==> src/rtl/bbpwm_pkg.sv <==
package bbpwm_pkg;
  localparam int CNT_W  = 8;
  localparam int DUTY_W = CNT_W + 1;
  localparam int DT_W   = 3;
  localparam logic [DT_W-1:0] DT_DEFAULT = 3'd3;

  typedef enum logic [1:0] {
    FSEL_LOW  = 2'd0,
    FSEL_MED  = 2'd1,
    FSEL_HIGH = 2'd2,
    FSEL_TOP  = 2'd3
  } fsel_t;

  typedef struct packed {
    logic [DUTY_W-1:0] duty;
    logic              bypass;
    fsel_t             fsel;
    logic [DT_W-1:0]   rect_dt;
    logic [DT_W-1:0]   main_dt;
  } cfg_t;
endpackage

==> src/rtl/bbpwm_tick_div.sv <==
module bbpwm_tick_div
  import bbpwm_pkg::*;
#(
  parameter int DIV_LO  = 8,
  parameter int DIV_MED = 6,
  parameter int DIV_HI  = 4
) (
  input  logic  clk,
  input  logic  rst,
  input  fsel_t fsel,
  input  logic  bypass,
  output logic  tick
);
  localparam int MAXDIV = (DIV_LO > DIV_MED) ? ((DIV_LO > DIV_HI) ? DIV_LO : DIV_HI)
                                             : ((DIV_MED > DIV_HI) ? DIV_MED : DIV_HI);
  localparam int DCW = $clog2(2 * MAXDIV + 1);

  logic [DCW-1:0] base;
  logic [DCW-1:0] div_eff;
  logic [DCW-1:0] dcnt;

  always_comb begin
    case (fsel)
      FSEL_LOW: base = DCW'(DIV_LO);
      FSEL_MED: base = DCW'(DIV_MED);
      default:  base = DCW'(DIV_HI);
    endcase
    div_eff = bypass ? (base << 1) : base;
  end

  assign tick = (dcnt == div_eff - 1'b1);

  always_ff @(posedge clk) begin
    if (rst)       dcnt <= '0;
    else if (tick) dcnt <= '0;
    else           dcnt <= dcnt + 1'b1;
  end
endmodule

==> src/rtl/bbpwm_frame.sv <==
module bbpwm_frame
  import bbpwm_pkg::*;
(
  input  logic             clk,
  input  logic             rst,
  input  logic             tick,
  input  cfg_t             cfg_in,
  output logic [CNT_W-1:0] cnt,
  output cfg_t             cfg_q,
  output logic             strobe
);
  localparam cfg_t CFG_RESET = '{duty: '0, bypass: 1'b0, fsel: FSEL_HIGH,
                                 rect_dt: DT_DEFAULT, main_dt: DT_DEFAULT};

  logic wrap;
  assign wrap = tick && (cnt == '1);

  always_ff @(posedge clk) begin
    if (rst) begin
      cnt    <= '0;
      cfg_q  <= CFG_RESET;
      strobe <= 1'b0;
    end else begin
      strobe <= wrap;
      if (tick) cnt <= cnt + 1'b1;
      if (wrap) cfg_q <= cfg_in;
    end
  end
endmodule

==> src/rtl/bbpwm_leg.sv <==
module bbpwm_leg
  import bbpwm_pkg::*;
(
  input  logic            clk,
  input  logic            rst,
  input  logic            tick,
  input  logic            req,
  input  logic [DT_W-1:0] rect_dt,
  input  logic [DT_W-1:0] main_dt,
  output logic            main_q,
  output logic            rect_q
);
  logic            prev_req;
  logic            seen;
  logic [DT_W-1:0] age;
  logic [DT_W-1:0] age_now;

  // ticks the current request level has already been held (saturating)
  always_comb begin
    if (seen && (req == prev_req)) age_now = (age == '1) ? age : age + 1'b1;
    else                           age_now = '0;
  end

  always_ff @(posedge clk) begin
    if (rst) begin
      prev_req <= 1'b0;
      seen     <= 1'b0;
      age      <= '0;
      main_q   <= 1'b0;
      rect_q   <= 1'b0;
    end else if (tick) begin
      prev_req <= req;
      seen     <= 1'b1;
      age      <= age_now;
      main_q   <= req && (age_now >= main_dt);
      rect_q   <= !req && (age_now >= rect_dt);
    end
  end
endmodule

==> src/rtl/bbpwm_bridge.sv <==
module bbpwm_bridge
  import bbpwm_pkg::*;
#(
  parameter int DIV_LO  = 8,
  parameter int DIV_MED = 6,
  parameter int DIV_HI  = 4
) (
  input  logic              clk,
  input  logic              rst_n,
  input  logic [DUTY_W-1:0] duty_cmd,
  input  logic [1:0]        freq_sel,
  input  logic [DT_W-1:0]   dt_rect_code,
  input  logic [DT_W-1:0]   dt_main_code,
  input  logic              half_bypass,
  output logic              gate_buck_hi,
  output logic              gate_buck_lo,
  output logic              gate_boost_hi,
  output logic              gate_boost_lo,
  output logic              period_strobe
);
  localparam int NLEG = 2;
  localparam logic [CNT_W-1:0] HALF = {1'b1, {(CNT_W-1){1'b0}}};

  logic             rst;
  logic             tick;
  cfg_t             cfg_in;
  cfg_t             cfg_q;
  logic [CNT_W-1:0] cnt;
  logic [NLEG-1:0]  req;
  logic [NLEG-1:0]  main_q;
  logic [NLEG-1:0]  rect_q;
  logic             boost_mode;
  logic             pwm_req;
  logic             half_req;

  assign rst    = !rst_n;
  assign cfg_in = '{duty: duty_cmd, bypass: half_bypass, fsel: fsel_t'(freq_sel),
                    rect_dt: dt_rect_code, main_dt: dt_main_code};

  bbpwm_tick_div #(.DIV_LO(DIV_LO), .DIV_MED(DIV_MED), .DIV_HI(DIV_HI)) u_div (
    .clk    (clk),
    .rst    (rst),
    .fsel   (cfg_q.fsel),
    .bypass (cfg_q.bypass),
    .tick   (tick)
  );

  bbpwm_frame u_frame (
    .clk    (clk),
    .rst    (rst),
    .tick   (tick),
    .cfg_in (cfg_in),
    .cnt    (cnt),
    .cfg_q  (cfg_q),
    .strobe (period_strobe)
  );

  assign boost_mode = cfg_q.duty[DUTY_W-1];
  assign pwm_req    = cnt < cfg_q.duty[CNT_W-1:0];
  assign half_req   = cnt < HALF;

  // leg 0: buck, main = high side; leg 1: boost, main = low side
  assign req[0] = cfg_q.bypass ? half_req : (boost_mode ? 1'b1 : pwm_req);
  assign req[1] = cfg_q.bypass ? half_req : (boost_mode ? pwm_req : 1'b0);

  for (genvar g = 0; g < NLEG; g++) begin : g_leg
    bbpwm_leg u_leg (
      .clk     (clk),
      .rst     (rst),
      .tick    (tick),
      .req     (req[g]),
      .rect_dt (cfg_q.rect_dt),
      .main_dt (cfg_q.main_dt),
      .main_q  (main_q[g]),
      .rect_q  (rect_q[g])
    );
  end

  assign gate_buck_hi  = main_q[0] & rst_n;
  assign gate_buck_lo  = rect_q[0] & rst_n;
  assign gate_boost_lo = main_q[1] & rst_n;
  assign gate_boost_hi = rect_q[1] & rst_n;
endmodule

==> config.mk <==
export PLATFORM = sky130hd
export DESIGN_NAME = bbpwm_bridge
export DESIGN_NICKNAME = d
export VERILOG_FILES = /design/src/rtl/bbpwm_pkg.sv /design/src/rtl/bbpwm_tick_div.sv /design/src/rtl/bbpwm_frame.sv /design/src/rtl/bbpwm_leg.sv /design/src/rtl/bbpwm_bridge.sv
export SDC_FILE = /design/constraint.sdc
export NUM_CORES = 1
export LEC_CHECK = 0
export BUFFER_PORTS_ARGS = -buffer_cell sky130_fd_sc_hd__buf_2
export CAP_MARGIN = 40
export CORE_MARGIN = 8
export CORE_UTILIZATION = 55
export CTS_BUF_LIST = sky130_fd_sc_hd__clkbuf_4 sky130_fd_sc_hd__clkbuf_8
export DETAILED_ROUTE_END_ITERATION = 6
export GPL_TIMING_DRIVEN = 0
export PLACE_DENSITY = 0.73
export SYNTH_ARGS = -nofsm -noshare
export SYNTH_HDL_FRONTEND = slang
export SYNTH_SLANG_ARGS = --single-unit
==> constraint.sdc <==
create_clock -name clk -period 3.03 [get_ports clk]
set_input_delay 0.4545 -clock clk [delete_from_list [all_inputs] [get_ports clk]]
set_output_delay 0.4545 -clock clk [all_outputs]
set_load 0.05 [all_outputs]
# ---- Word level (Yosys, flattened, before mapping)
# Index checks and enable logic that the tools add are counted.
# Widths: inputs -> output; s select.
dict set report classes {
  order_cmp 6
  addsub 5
  n_bitwise 5
  muxes 10
  n_shift 0
  n_div 0
  eq_ne 7
  reduce_logical 11
  n_mul 0
}
# cell count
set op_table {}
lappend op_table {{$ge 3x3->1} 4}
lappend op_table {{$mux 3} 4}
lappend op_table {{$add 8x1->8 const B} 1}
lappend op_table {{$eq 8x8->1 const B} 1}
lappend op_table {{$lt 8x8->1} 1}
lappend op_table {{$lt 8x8->1 const B} 1}
lappend op_table {{$pmux 4 s2} 1}
lappend op_table {{$logic_and 1x1->1} 7}
lappend op_table {{$add 3x1->3 const B} 2}
lappend op_table {{$eq 3x3->1 const B} 2}
lappend op_table {{$add 5x1->5 const B} 1}
lappend op_table {{$eq 5x5->1} 1}
lappend op_table {{$mux 5} 1}
lappend op_table {{$sub 5x1->5 const B} 1}
lappend op_table {{$and 1x1->1} 4}
lappend op_table {{$mux 1} 4}
lappend op_table {{$eq 1x1->1} 2}
lappend op_table {{$eq 2x1->1 const B} 1}
lappend op_table {{$logic_not 1->1} 2}
lappend op_table {{$logic_not 2->1} 1}
lappend op_table {{$reduce_or 2->1} 1}
lappend op_table {{$not 1->1} 1}
dict set report totals {
  word_cells 61
  rom_bits 0
  latch_bits 0
  ram_bits 0
  ff_bits 45
  mem_count 0
}

# ---- Logic depth before layout (Yosys ltp)
# Gate-level depths: netlist of the first run.
dict set report logic_depth {
  word_depth 8
  depth_mapped 13
  depth_no_buf 13
}

# ---- By module
# A second synthesis of the first run with hierarchy kept.
dict set report unflattened {
  cells_unflattened 302
  area_unflattened_um2 2730.1
}
# module area_each_um2 seq_area_each_um2 instances cells_each
set by_module_without_submodules {}
lappend by_module_without_submodules {bbpwm_frame 1174.9 540.5 1 118}
lappend by_module_without_submodules {bbpwm_leg 481.7 140.1 2 57}
lappend by_module_without_submodules {bbpwm_tick_div 357.8 100.1 1 37}
lappend by_module_without_submodules {bbpwm_bridge 234.0 0.0 1 33}

# ---- Worst setup path before layout of the first run
# Ideal clock, no wire load.
dict set report synth_timing {
  path_type {reg2reg}
  startpoint {reg u_frame.cfg_q[10] (netlist name)}
  endpoint {reg g_leg[1].u_leg.rect_q}
  t_required_ns 2.960
  path_slack_ns 0.278
  stages_incl_launch_ff 13
  arrival_ns 2.682
  n_path_buf 0
  path_cell_list {dfxtp_1 -> inv_1 -> ha_1 -> a2111o_1 -> a31o_2 -> a211oi_1 -> nand2_1 -> ha_1 -> nand2b_1 -> a21o_1 -> a21oi_1 -> or3_1 -> a21boi_1}
}
dict set report synth_between {
  elab_chain_cells 8
  word_cells_on_any_way 9
  cone_classes {order compare (2); eq/ne (1); mux (3); reduce/logical (3)}
}
# item line
set synth_lines {}
lappend synth_lines {{$lt 8x8->1 *} bbpwm_bridge.sv:59} ;# assign pwm_req = cnt < cfg_q.duty[CNT_W-1:0];
lappend synth_lines {{$mux 1 * (2 in series)} bbpwm_bridge.sv:64} ;# assign req[1] = cfg_q.bypass ? half_req : (boost_mode ? pwm_req : 1'b0);
lappend synth_lines {{$eq 1x1->1} bbpwm_leg.sv:20} ;# if (seen && (req == prev_req)) age_now = (age == '1) ? age : age + 1'b1;
lappend synth_lines {{$logic_and 1x1->1} bbpwm_leg.sv:20}
lappend synth_lines {{$mux 3} bbpwm_leg.sv:20}
lappend synth_lines {{$ge 3x3->1} bbpwm_leg.sv:36} ;# rect_q <= !req && (age_now >= rect_dt);
lappend synth_lines {{$logic_and 1x1->1 *} bbpwm_leg.sv:36}
lappend synth_lines {{to (signal assigned)} bbpwm_leg.sv:36}
lappend synth_lines {{to (decl)} bbpwm_leg.sv:11} ;# output logic rect_q
# Mark *: on every way between the ends. The rest lies on a longest branch, timed or not.
# A chain may end at the register's enable or synchronous reset.

# ---- Worst setup path after layout of the first run
dict set report layout_timing {
  startpoint {reg u_frame.cnt[1]}
  endpoint {reg g_leg[1].u_leg.rect_q}
}
dict set report layout_between {
  elab_chain_cells 8
  word_cells_on_any_way 10
  cone_classes {order compare (3); eq/ne (1); mux (3); reduce/logical (3)}
}
# item line
set layout_lines {}
lappend layout_lines {{from (decl)} bbpwm_frame.sv:8} ;# output logic [CNT_W-1:0] cnt,
lappend layout_lines {{from (signal assigned)} bbpwm_frame.sv:25} ;# if (tick) cnt <= cnt + 1'b1;
lappend layout_lines {{$lt 8x8->1} bbpwm_bridge.sv:59}
lappend layout_lines {{$mux 1} bbpwm_bridge.sv:64}
lappend layout_lines {{$mux 1 *} bbpwm_bridge.sv:64}
lappend layout_lines {{$eq 1x1->1} bbpwm_leg.sv:20}
lappend layout_lines {{$logic_and 1x1->1} bbpwm_leg.sv:20}
lappend layout_lines {{$mux 3} bbpwm_leg.sv:20}
lappend layout_lines {{$ge 3x3->1} bbpwm_leg.sv:36}
lappend layout_lines {{$logic_and 1x1->1 *} bbpwm_leg.sv:36}
# Marked as above.

==> results of run 1 <==
-- routing by layer --
layer	part of all wire, %	vias to the layer above
met5	0	-
met4	1.7	0
met3	3.6	10
met2	47	41
met1	48	1022
li1	-	1135
-- placed cells by master (no fill, tap or decap), types with 2 or more instances in the layout --
| cell type | count |
|---|---|
| nor2b_1 | 16 |
| dfxtp_2 | 4 |
| mux2i_1 | 19 |
| nor2_1 | 12 |
| nand2_1 | 27 |
| clkbuf_8 | 6 |
| o21a_1 | 3 |
| a21boi_1 | 3 |
| dfxtp_1 | 40 |
| nand2b_1 | 10 |
| nor4b_1 | 2 |
| ha_4 | 2 |
| o31ai_1 | 2 |
| and3_1 | 4 |
| or3_1 | 2 |
| nand4_1 | 5 |
| nand3_1 | 11 |
| xnor2_1 | 5 |
| inv_1 | 13 |
| nor3b_1 | 4 |
| a21o_1 | 4 |
| ha_1 | 22 |
| nor3_1 | 4 |
| buf_4 | 4 |
| o21ai_0 | 8 |
| o211ai_1 | 7 |
| buf_2 | 28 |
| a21boi_0 | 5 |
| clkbuf_1 | 7 |
| a21oi_1 | 9 |
| xor2_1 | 5 |
| a32o_1 | 2 |
| and2_1 | 12 |
-- cell type report --
type	count	area share, %
multi-input combinational	231	56.2
sequential	45	29.6
inverter	14	1.71
timing repair buffer	26	4.40
buffer	13	2.00
tap	54	2.20
clock inverter	1	0.978
clock buffer	7	2.93
-- power breakdown --
group          switching (mW)  leakage (nW)  internal (mW)
Clock                   0.202        0.0619          0.278
Combinational          0.0431         0.771         0.0389
Sequential            0.00803         0.366          0.596
Total                   0.253          1.20          0.913
-- worst max-delay path: stages, from the launching register on --
cell and delay, ns:
dfxtp_4 0.36, ha_4 0.23, a2111o_1 0.48, a31o_4 0.30, a211oi_4 0.32, nand2_2 0.13
ha_4 0.27, nand2b_4 0.10, a21o_1 0.12, a21oi_2 0.05, or3_1 0.34, a21boi_1 0.11
-- stage by stage --
| step | setup TNS, ns | hold WS [ns] | cell area [µm²] |
|---|---|---|---|
| floorplan | 0 | 0.426 | 2660 |
| global placement | -0.0712 | 0.439 | 2850 |
| detailed placement | -0.150 | 0.447 | 2850 |
| CTS | 0 | 0.368 | 2980 |
| global route | -0.0481 | 0.380 | 3070 |
| finish | 0 | 0.371 | 3070 |
-- worst paths after layout --
| kind | startpoint | to | slack (ns) | depth (start not counted) |
|---|---|---|---|---|
| min | freq_sel[1] | u_frame.cfg_q[7] | 0.37 | 3 |
| max | u_frame.cnt[1] | g_leg[1].u_leg.rect_q | 0.14 | 11 |
| max reg2reg | u_frame.cnt[1] | g_leg[1].u_leg.rect_q | 0.14 | 11 |
| min reg2reg | g_leg[0].u_leg.rect_q | g_leg[0].u_leg.rect_q | 0.46 | 2 |
-- registers in the layout, summed over array words and instances, names as in the netlist --
name,count
u_frame.cnt,8
g_leg.u_leg.prev_req,2
u_div.dcnt,5
g_leg.u_leg.age,6
g_leg.u_leg.rect_q,2
u_frame.strobe,1
g_leg.u_leg.seen,1
u_frame.cfg_q,18
g_leg.u_leg.main_q,2
-- cell families after synthesis --
| kind of cell | Yosys count |
|---|---|
| AO/OA/AOI/OAI | 57 |
| XOR/XNOR | 11 |
| adder cells (fa/ha/maj) | 24 |
| buffers and inverters | 27 |
| flip-flops | 45 |
| multiplexers | 19 |
| AND/OR/NAND/NOR | 120 |
-- timing repair --
item / in CTS / in global routing
hold endpoints to repair: 0 / 0
gates resized for setup: 1 / 19
pin swaps: 0 / 10
hold buffers: 0 / 0
setup endpoints to repair: 2 / 26
buffers inserted: 0 / 2
==> results.cfg, run 1 <==
[outcome]
outcome = finished, final reports clean

[setup_path]
startpoint_type = flop
critPathArrivalTime_ns = 3.12
worst-path-max-fanout = 6
cp.required_ns = 3.26
worst-setup-path-type = reg2reg
cp-end-kind = flop

[die]
core_mm2 = 0.00469
fp.dieH_um = 85.6
io_pins = 25
initial_core_util_pct = 56.8
fp-row-count = 25
die_w_um = 85.6
design.die.area_mm2 = 0.00733

[synthesis]
synth_warnings = 0
synthFlopType = dfxtp_1
synth_nets = 347
ys_seq_area_share_pct = 33.8
synth_compound_area_share_pct = 15.2
synth_edf_count = 0
ys_seq_elements = 45
syn_area_mm2 = 0.00266
syn_inst = 303
netlist_top_cells_area = dfxtp_1, ha_1, mux2i_1, nand2_1, nor2b_1
synth_top_area_share_pct = 33.8
synthAdderAreaFrac_pct = 11.3
synth.avg_cell_area_um2 = 8.79
muxShareOfSynthArea_pct = 7.14
yosys.area.top_type = dfxtp_1
post_synth_num_cell_types = 48
synth.most_common_cell = dfxtp_1
synthXorXnorAreaFrac_pct = 3.62
synth_async_sr_flop_share_pct = 0
yosys.area_share.simple_pct = 24.7
synth_top_family_by_area = simple AND/OR/NAND/NOR gates
synthTopCellsByCount = dfxtp_1, nand2_1, ha_1, mux2i_1, nor2b_1

[grt]
gr-usage-met1_pct = 19.1
top_usage_layer = met2
grt_pass1_vias = 2110
antenna_found_initial = 0
grt-ovfl-total = 0
grt_max_degree = 14
grt_use_met3_pct = 3.82
track_usage_pct = 15.8
grt_use_met2_pct = 26.7
grt_pass1_wl_um = 9590

[final_layout]
instances_no_fill = 391
multi_input_area_mm2 = 0.00173
drive_gt1_share_pct = 17.8
final_util_pct = 65.5
num-nets-final = 380
seq_area_um2 = 910
fillers = 411
n_antenna_cell = 0
area_delta_synth_final_pct = 15.3

[detailed_routing]
wl_per_cell_um = 14.4
drt-total-wl_um = 5630
drt-initial-drc-count = 110
drc = 0
viasPerCell = 5.65
ant_nets = 0
drt-pass1-iter-count = 4
num_vias = 2208

[placement]
gp_congestion = 0.825
dp_slack_ns = -0.0905
dpl.hpwl_um = 4160
place_inst = 381
numPortBuffers = 24

[clock_network]
clkTransAtPathRegs_ns = 0.08
numCtsBuffers = 5
cts_root_buf = clkbuf_8
clockBufferDepth = 2
cts_tree = built
clkLatencyLatePin_ns = 0.30
cts.sinks = 45
htree_num_levels = 2

[sta]
rsz0062_at_grt = true
hold_viol = 0
fin_crit_sh_pct = 95.4
setup_violations = 0
fin_ws_ns = 0.139
worst_pin_slew_ns = 0.570
max_clock_freq_mhz = 346
slew_headroom_pct = 61.0
period_needed_ns = 2.89
maxSlewViolCount = 0
final.setup_skew_ns = 0.0106

[power_and_ir_drop]
p_per_area_mw_per_mm2 = 380
power_mw = 1.17
max-vdd-ir-drop_mv = 0.233
p_leak_nw = 1.20

[flow_run]
drv_cap = 0

[hold_path]
hold_path_class = in2reg
No activity file was read; power rests on OpenSTA's default activity.
==> inputs of run 2 (changes only) <==
--- a/config.mk
+++ b/config.mk
@@ -9,7 +9,6 @@
 export CAP_MARGIN = 40
 export CORE_MARGIN = 8
 export CORE_UTILIZATION = 55
-export CTS_BUF_LIST = sky130_fd_sc_hd__clkbuf_4 sky130_fd_sc_hd__clkbuf_8
 export DETAILED_ROUTE_END_ITERATION = 6
 export GPL_TIMING_DRIVEN = 0
 export PLACE_DENSITY = 0.73
==> run 2 against run 1 <==
Compared with the run above: sequential share of layout area is essentially flat; worst setup slack lost 0.00086 ns; cell count is the same; wire length is essentially flat; sequential cell count is the same; via count is essentially flat; critical endpoint unchanged; highest routed layer unchanged.
==> results.cfg, run 2 (synthesis gave the netlist of run 1 again) <==
[grt]
grt_max_degree = 14
antenna_found_initial = 0
grt_pass1_wl_um = 9590
grt_pass1_vias = 2110
track_usage_pct = 15.8
grt-ovfl-total = 0

[final_layout]
final_util_pct = 65.4
instances_no_fill = 391
mostFrequentLayoutCell = dfxtp_1
final_cell_mix = dfxtp_1, buf_2, nand2_1, ha_1, mux2i_1
fillers = 413
regMostFlops = u_frame.cfg_q
n_antenna_cell = 0
num-nets-final = 380
area_delta_synth_final_pct = 15.2
reg.largest.list = u_frame.cfg_q x18, u_frame.cnt x8, g_leg.u_leg.age x6
drive_gt1_share_pct = 17.5
largest_reg_flops = 18

[sta]
slew_headroom_pct = 61.0
final.setup_skew_ns = 0.0105
setup_violations = 0
max_clock_freq_mhz = 346
worst_pin_slew_ns = 0.570
period_needed_ns = 2.89
hold_ws_ns = 0.371
fin_crit_sh_pct = 95.5
maxSlewViolCount = 0
hold_viol = 0
fin_setup_tns_ns = 0
rsz0062_at_grt = true

[setup_path]
worst-setup-path-type = reg2reg
critPathTopFamily = compound AO/OA/AOI/OAI gates
critPathSlowestCell = a2111o_1
cp.required_ns = 3.26
critical_path_buf_inv_count = 0
rrSetupSlack_ns = 0.14
worst-path-max-fanout = 6
startpoint_type = flop
slowest_delay_ns = 0.48
critPathArrivalTime_ns = 3.12
cp_common_cell = ha_4
crit_chain = ha_4, a2111o_1, a31o_4, a211oi_4, nand2_2, ha_4, nand2b_4, a21o_1, a21oi_2, or3_1, a21boi_1
cp-end-kind = flop

[clock_network]
cts_hold_buf = 0
clockBufferDepth = 2
clkLatencyLatePin_ns = 0.30
cts_tree = built
clkTransAtPathRegs_ns = 0.08
cts_root_buf = clkbuf_8
numCtsBuffers = 5
cts.sinks = 45
htree_num_levels = 2

[detailed_routing]
drt-pass1-iter-count = 4
routed.top_layer = met4
wl_per_cell_um = 14.4
drt-total-wl_um = 5630
ant_nets = 0
num_vias = 2207
wl_met3_um = 201
drt-initial-drc-count = 110
wirelength_met1_um = 2720
drc = 0
viasPerCell = 5.64
wl_met2_um = 2620

[flow_run]
drv_cap = 0

[placement]
dpl.hpwl_um = 4160
gp_congestion = 0.825
place_inst = 381
numPortBuffers = 24

[die]
fp.dieH_um = 85.6
io_pins = 25
design.die.area_mm2 = 0.00733
fp-row-count = 25
core_mm2 = 0.00469
initial_core_util_pct = 56.8
die_w_um = 85.6

[power_and_ir_drop]
max-vdd-ir-drop_mv = 0.233
power_mw = 1.16
p_leak_nw = 1.20
p_per_area_mw_per_mm2 = 377

[outcome]
outcome = finished, final reports clean

[hold_path]
hold_path_class = in2reg
-- run 2: cell count changes in the layout (fill, tap and decap cells not counted) --
| cell | previous run | this run |
|---|---|---|
| clkbuf_1 | 7 | 8 |
| clkbuf_4 | 1 | 0 |
-- run 2: worst paths after layout --
path / start / endpoint / depth (start not counted)
worst max-delay path: u_frame.cnt[1] / g_leg[1].u_leg.rect_q / 11
worst min-delay path: freq_sel[1] / u_frame.cfg_q[7] / 3
worst max register to register: u_frame.cnt[1] / g_leg[1].u_leg.rect_q / 11
worst min register to register: g_leg[0].u_leg.rect_q / g_leg[0].u_leg.rect_q / 2
-- run 2: per-stage QoR --
step | cell area (µm²) | setup slack, ns
4_1_cts | 2970 | 0.0768
3_3_place_gp | 2850 | -0.0537
6_report | 3070 | 0.138
2_1_floorplan | 2660 | 0.278
5_1_grt | 3070 | -0.0480
3_5_place_dp | 2850 | -0.0905
-- run 2: layout make-up --
| type | count | area (µm²) | area share (%) |
|---|---|---|---|
| multi-input cells | 231 | 1730 | 56.2 |
| plain buffers | 13 | 61.3 | 2.00 |
| well taps | 54 | 67.6 | 2.20 |
| repair buffers | 26 | 135 | 4.40 |
| flip-flops and latches | 45 | 910 | 29.6 |
| clock inverters | 1 | 30.0 | 0.979 |
| clock buffers | 7 | 86.3 | 2.81 |
| inverters | 14 | 52.6 | 1.71 |
-- run 2: repair_timing --
item | in CTS | in global routing
gates resized for setup | 1 | 19
cloned | 0 | 0
setup buffers | 0 | 2
setup endpoints to repair | 2 | 26
endpoints found under the hold margin | 0 | 0
pin swaps | 0 | 10
-- run 2: worst reg2reg max path: stages, from the launching register on --
cell and delay (ns):
dfxtp_4 0.36, ha_4 0.23, a2111o_1 0.48, a31o_4 0.31
a211oi_4 0.32, nand2_2 0.13, ha_4 0.27, nand2b_4 0.10
a21o_1 0.12, a21oi_2 0.05, or3_1 0.34, a21boi_1 0.11
-- run 2: routing by layer --
metal / vias up / GRT usage, %
li1: 1135 / -
met1: 1021 / 19.1
met2: 41 / 26.7
met3: 10 / 3.82
met4: 0 / 5.41
met5: - / 0
-- run 2: power by group --
group	total, mW	leakage, nW	switching [mW]	internal [mW]
Combinational	0.0820	0.771	0.0431	0.0389
Clock	0.471	0.0585	0.202	0.269
Sequential	0.604	0.366	0.00803	0.596
Total	1.16	1.20	0.253	0.904
